File: src/rtl/bmc_pkg.sv
package bmc_pkg;
  localparam int unsigned SLOTS_PER_BC  = 2;  // A then B
  localparam int unsigned HALVES        = 2;  // line cycles per bit cell
  localparam int unsigned PHASES_PER_BC = SLOTS_PER_BC * HALVES;
  localparam int unsigned PHASE_W       = $clog2(PHASES_PER_BC);
  localparam int unsigned SLOT_W        = (SLOTS_PER_BC > 1) ? $clog2(SLOTS_PER_BC) : 1;
  typedef logic [PHASE_W-1:0] phase_t;
endpackage

File: src/rtl/bmc_phase_gen.sv
module bmc_phase_gen
  import bmc_pkg::*;
(
  input  logic   clk_i,
  input  logic   rst_ni,
  input  logic   bc_mark_i,
  output phase_t phase_o
);
  phase_t phase_q;

  // marker overrides the free-running count in its own cycle
  assign phase_o = bc_mark_i ? phase_t'(0) : phase_q;

  always_ff @(posedge clk_i or negedge rst_ni) begin
    if (!rst_ni) phase_q <= '0;
    else         phase_q <= phase_o + phase_t'(1);
  end
endmodule

File: src/rtl/bmc_tdm_mux.sv
module bmc_tdm_mux
  import bmc_pkg::*;
#(
  parameter logic B_IDLE = 1'b1
) (
  input  logic   clk_i,
  input  logic   rst_ni,
  input  phase_t phase_i,
  input  logic   trig_i,
  input  logic   cmd_i,
  input  logic   cmd_valid_i,
  output logic   cell_start_o,
  output logic   cell_bit_o
);
  logic [SLOTS_PER_BC-1:0] slot_q;
  logic [SLOTS_PER_BC-1:0] slot_d;
  logic [SLOT_W-1:0]       slot_idx;
  logic                    b_bit;

  assign b_bit  = cmd_valid_i ? cmd_i : B_IDLE;
  assign slot_d = {b_bit, trig_i};  // index 0 = A

  always_ff @(posedge clk_i or negedge rst_ni) begin
    if (!rst_ni)              slot_q <= {B_IDLE, 1'b0};
    else if (phase_i == '0)   slot_q <= slot_d;
  end

  assign slot_idx     = SLOT_W'(phase_i >> $clog2(HALVES));
  assign cell_start_o = (phase_i[0] == 1'b0);
  assign cell_bit_o   = slot_q[slot_idx];
endmodule

File: src/rtl/bmc_line_coder.sv
module bmc_line_coder #(
  parameter logic RESET_LEVEL = 1'b0
) (
  input  logic clk_i,
  input  logic rst_ni,
  input  logic cell_start_i,
  input  logic cell_bit_i,
  output logic line_o
);
  logic line_q;

  always_ff @(posedge clk_i or negedge rst_ni) begin
    if (!rst_ni)           line_q <= RESET_LEVEL;
    else if (cell_start_i) line_q <= ~line_q;
    else                   line_q <= line_q ^ cell_bit_i;
  end

  assign line_o = line_q;
endmodule

File: src/rtl/tdm_bmc_encoder.sv
module tdm_bmc_encoder
  import bmc_pkg::*;
#(
  parameter logic RESET_LEVEL = 1'b0,
  parameter logic B_IDLE      = 1'b1
) (
  input  logic clk_i,
  input  logic rst_ni,
  input  logic bc_mark_i,
  input  logic trig_i,
  input  logic cmd_i,
  input  logic cmd_valid_i,
  output logic line_o
);
  phase_t phase;
  logic   cell_start;
  logic   cell_bit;

  bmc_phase_gen u_phase (
    .clk_i    (clk_i),
    .rst_ni   (rst_ni),
    .bc_mark_i(bc_mark_i),
    .phase_o  (phase)
  );

  bmc_tdm_mux #(.B_IDLE(B_IDLE)) u_mux (
    .clk_i       (clk_i),
    .rst_ni      (rst_ni),
    .phase_i     (phase),
    .trig_i      (trig_i),
    .cmd_i       (cmd_i),
    .cmd_valid_i (cmd_valid_i),
    .cell_start_o(cell_start),
    .cell_bit_o  (cell_bit)
  );

  bmc_line_coder #(.RESET_LEVEL(RESET_LEVEL)) u_coder (
    .clk_i       (clk_i),
    .rst_ni      (rst_ni),
    .cell_start_i(cell_start),
    .cell_bit_i  (cell_bit),
    .line_o      (line_o)
  );
endmodule

File: config.mk
export PLATFORM = sky130hd
export DESIGN_NAME = tdm_bmc_encoder
export DESIGN_NICKNAME = d
export VERILOG_FILES = /design/src/rtl/bmc_pkg.sv /design/src/rtl/bmc_phase_gen.sv /design/src/rtl/bmc_tdm_mux.sv /design/src/rtl/bmc_line_coder.sv /design/src/rtl/tdm_bmc_encoder.sv
export SDC_FILE = /design/constraint.sdc
export NUM_CORES = 1
export LEC_CHECK = 0
export BUFFER_PORTS_ARGS = -buffer_cell sky130_fd_sc_hd__buf_2
export CORE_AREA = 2 2 39 41
export CTS_CLUSTER_DIAMETER = 100
export DETAILED_ROUTE_END_ITERATION = 6
export DIE_AREA = 0 0 41 43
export PLACE_DENSITY = 0.42
export SYNTH_ARGS = -nofsm -noshare
export SYNTH_HDL_FRONTEND = slang
export SYNTH_HIERARCHICAL = 1
export SYNTH_SLANG_ARGS = --single-unit
File: constraint.sdc
create_clock -name clk_i -period 3.2 [get_ports clk_i]
set_input_delay 0.64 -clock clk_i [delete_from_list [all_inputs] [get_ports clk_i]]
set_output_delay 0.64 -clock clk_i [all_outputs]
set_load 0.01 [all_outputs]
==> results.cfg <==
[clocking]
clkSlewWorstSetupHoldPaths_ns = 0.04
cts-root-buf = clkbuf_4
hold_buffer_count_at_cts = 0
clkSinkCount = 5
clock_path_buffers = 2
cts_tree = built
postCtsSetupRepairBufs = 0
clock_latency_ns = 0.24
ctsHtreeMaxLevel = 1
inserted_clock_buffers = 3
post_cts_resize_count = 0

[pwr]
design_power_total_uw = 190.8
switching_share_of_power_pct = 24.34
switchingPower_uw = 46.45
power_per_cell_area_nw_per_um2 = 649.0
power_frac_seq_pct = 44.6
ir_drop_uv = 289.7
internal-power_uw = 144.4
comb_power_share_pct = 18.6
clkPwrFrac_pct = 36.8
static-leakage-power_nw = 0.1333

[sta]
timing.max_slew.rel_slack_pct = 88.97
worst_slew_pin_slew_ns = 0.1652
finalCriticalPeriod_ns = 1.406
timing_max_transition_violations_final = 0
grt_setup_unrepaired = no
finalHoldViolCount = 0
fin_setup_tns_ns = 0
finalCritPeriodShare_pct = 43.93
finalSetupViolCount = 0
max_freq_ghz = 0.7114
fin_worst_skew_ns = 0.003533

[logic_synthesis]
syn_area_sq_um = 217.7
synth_top_family_by_area = multiplexers
synth_fa_ha_area_share_pct = 0
synthesis.instances = 18
synth_compound_gate_area_share_pct = 0
async_sr_flop_fraction_pct = 100.0
synth_enable_flop_cells = 0
synthSimpleGateAreaFrac_pct = 14.94
synth.avg_cell_area_sq_um = 12.09
synth_top_cells_by_count = 4 x dfrtp_1, 3 x mux2_2
yosys.cell_count.top_type = dfrtp_1
seq_area_frac_synth_pct = 58.05
yosys.area.top_type_share_pct = 45.98
synth_top_cells_by_area = dfrtp_1 46%, mux2_2 16%, dfstp_2 12%
synthDominantAreaCellType = dfrtp_1
synth_ff_type = dfrtp_1
syn-num-nets = 24
ys_ff_latch = 5
muxShareOfSynthArea_pct = 15.52
yosysWarningCount = 6
yosys.cell_types.count = 9
synth-xor-area-share_pct = 8.046

[detailed_routing]
totalWireLength_microns = 366
route.vias.total = 154
drt_iter0_drc = 4
drc = 0
antenna_left = 0
first_pass_iters = 2
detail_route.vias_per_cell = 3.500
wl_per_cell_microns = 8.318

[setup_path]
worstPathCellList = buf_2
cpPeakStageDelay_ns = 0.38
timing.critical_path.from_type = register
worst-endpoint-arrival_ns = 0.77
worst-endpoint-required_ns = 2.56
worst-setup-path-type = reg -> out
critPathCaptureType = output port
worst_path_max_delay_cell = dfrtp_1
cell_family_with_most_cp_delay = flip-flops
path_max_fanout = 2
cp_num_buf_inv = 1

[grt]
grt_pass1_wl_microns = 648
grt-ovfl-total = 0
track_usage_pct = 6.673
vias_in_the_first_global_route = 168
grt_start_max_net_pins = 6
antenna_found_initial = 0

[placement]
numPlacedInstances = 40
numPortBuffers = 6
finalWeightedCongestion = 0.6792
detailed_place.area_sq_um = 267.8

[status]
status = finished clean

[floorplanning]
core_area_sq_um = 1384
die_area_sq_um = 1763
floorplan.initialDensity_pct = 15.73
std_cell_rows = 14
die_height_microns = 43
ioPinCount = 7
die-width_microns = 41

[cells_and_area]
seq_area_sq_um = 126.4
nNetsFinal = 35
flow.area_growth_from_synthesis_pct = 35.06
fillCellCount = 154
final_cell_count_no_fill = 44
drive_gt1_share_pct = 50.00
multi_input_comb_area_sq_um = 83.83
fin_util_pct = 21.25
final_cell_area_sq_um = 294.0
antenna-diode-count = 0

[min_path]
hp-class = in -> async

[job]
max_cap_violations = 0
## power by group through the flow
stage / logic (mW) / clock network (mW) / registers (mW)
after floorplan: 0.0198 / 0 / 0.0875
after global placement: 0.0348 / 0 / 0.0847
after detailed placement: 0.0363 / 0 / 0.0860
after CTS: 0.0365 / 0.0757 / 0.0851
after global routing: 0.0387 / 0.0846 / 0.0861
final: 0.0355 / 0.0702 / 0.0852
## worst paths after layout
kind                       slack, ns               start  cells after the start                  to
max                             1.79      u_coder/line_o                      1              line_o
min                             0.20              rst_ni                      1  u_phase/phase_q[0]
max reg2reg                     2.00  u_phase/phase_q[1]                      4      u_coder/line_o
min reg2reg                     0.47      u_coder/line_o                      1      u_coder/line_o
max in group asynchronous       2.78              rst_ni                      1     u_mux/slot_q[1]
min in group clk_i              0.47      u_coder/line_o                      1      u_coder/line_o
## through the flow
stage          setup WS [ns]  hold slack, ns
3_5_place_dp           1.629          0.4572
4_1_cts                1.776          0.1935
5_1_grt                1.752          0.1871
2_1_floorplan          1.807          0.3444
3_3_place_gp           1.646          0.4541
6_report               1.794          0.2046
## per-layer routing
layer	GRT usage (%)	part of all wire, %
met3	9.424	20
met5	0	0
met1	6.250	39
met4	4.000	0
met2	7.187	40
## state kept, by name, summed over array words and instances (netlist names)
| signal | flops |
|---|---|
| u_mux/slot_q | 2 |
| u_coder/line_o | 1 |
| u_phase/phase_q | 2 |
## layout make-up
class                           instances  share of cell area [%]
Sequential cell                         5                   42.98
Multi-Input combinational cell         11                   28.51
Timing Repair Buffer                    6                   10.21
Clock buffer                            4                   8.936
Tap cell                               16                   6.809
Inverter                                2                   2.553
## cell usage in the layout (no fill, tap or decap), drive strengths merged
cell and instances:
xnor2 2, nor2 3, nor2b 1, clkbuf 4, buf 6, inv 2, nand2b 2, dfstp 1
dfrtp 4, mux2 3
## cell families after synthesis
family / Yosys count
xor gates and xnor gates: 2
buffers and inverters: 2
DFF: 5
muxes: 3
and+or+nand+nor: 6
Note: power is estimated with default switching activity, not from simulation.
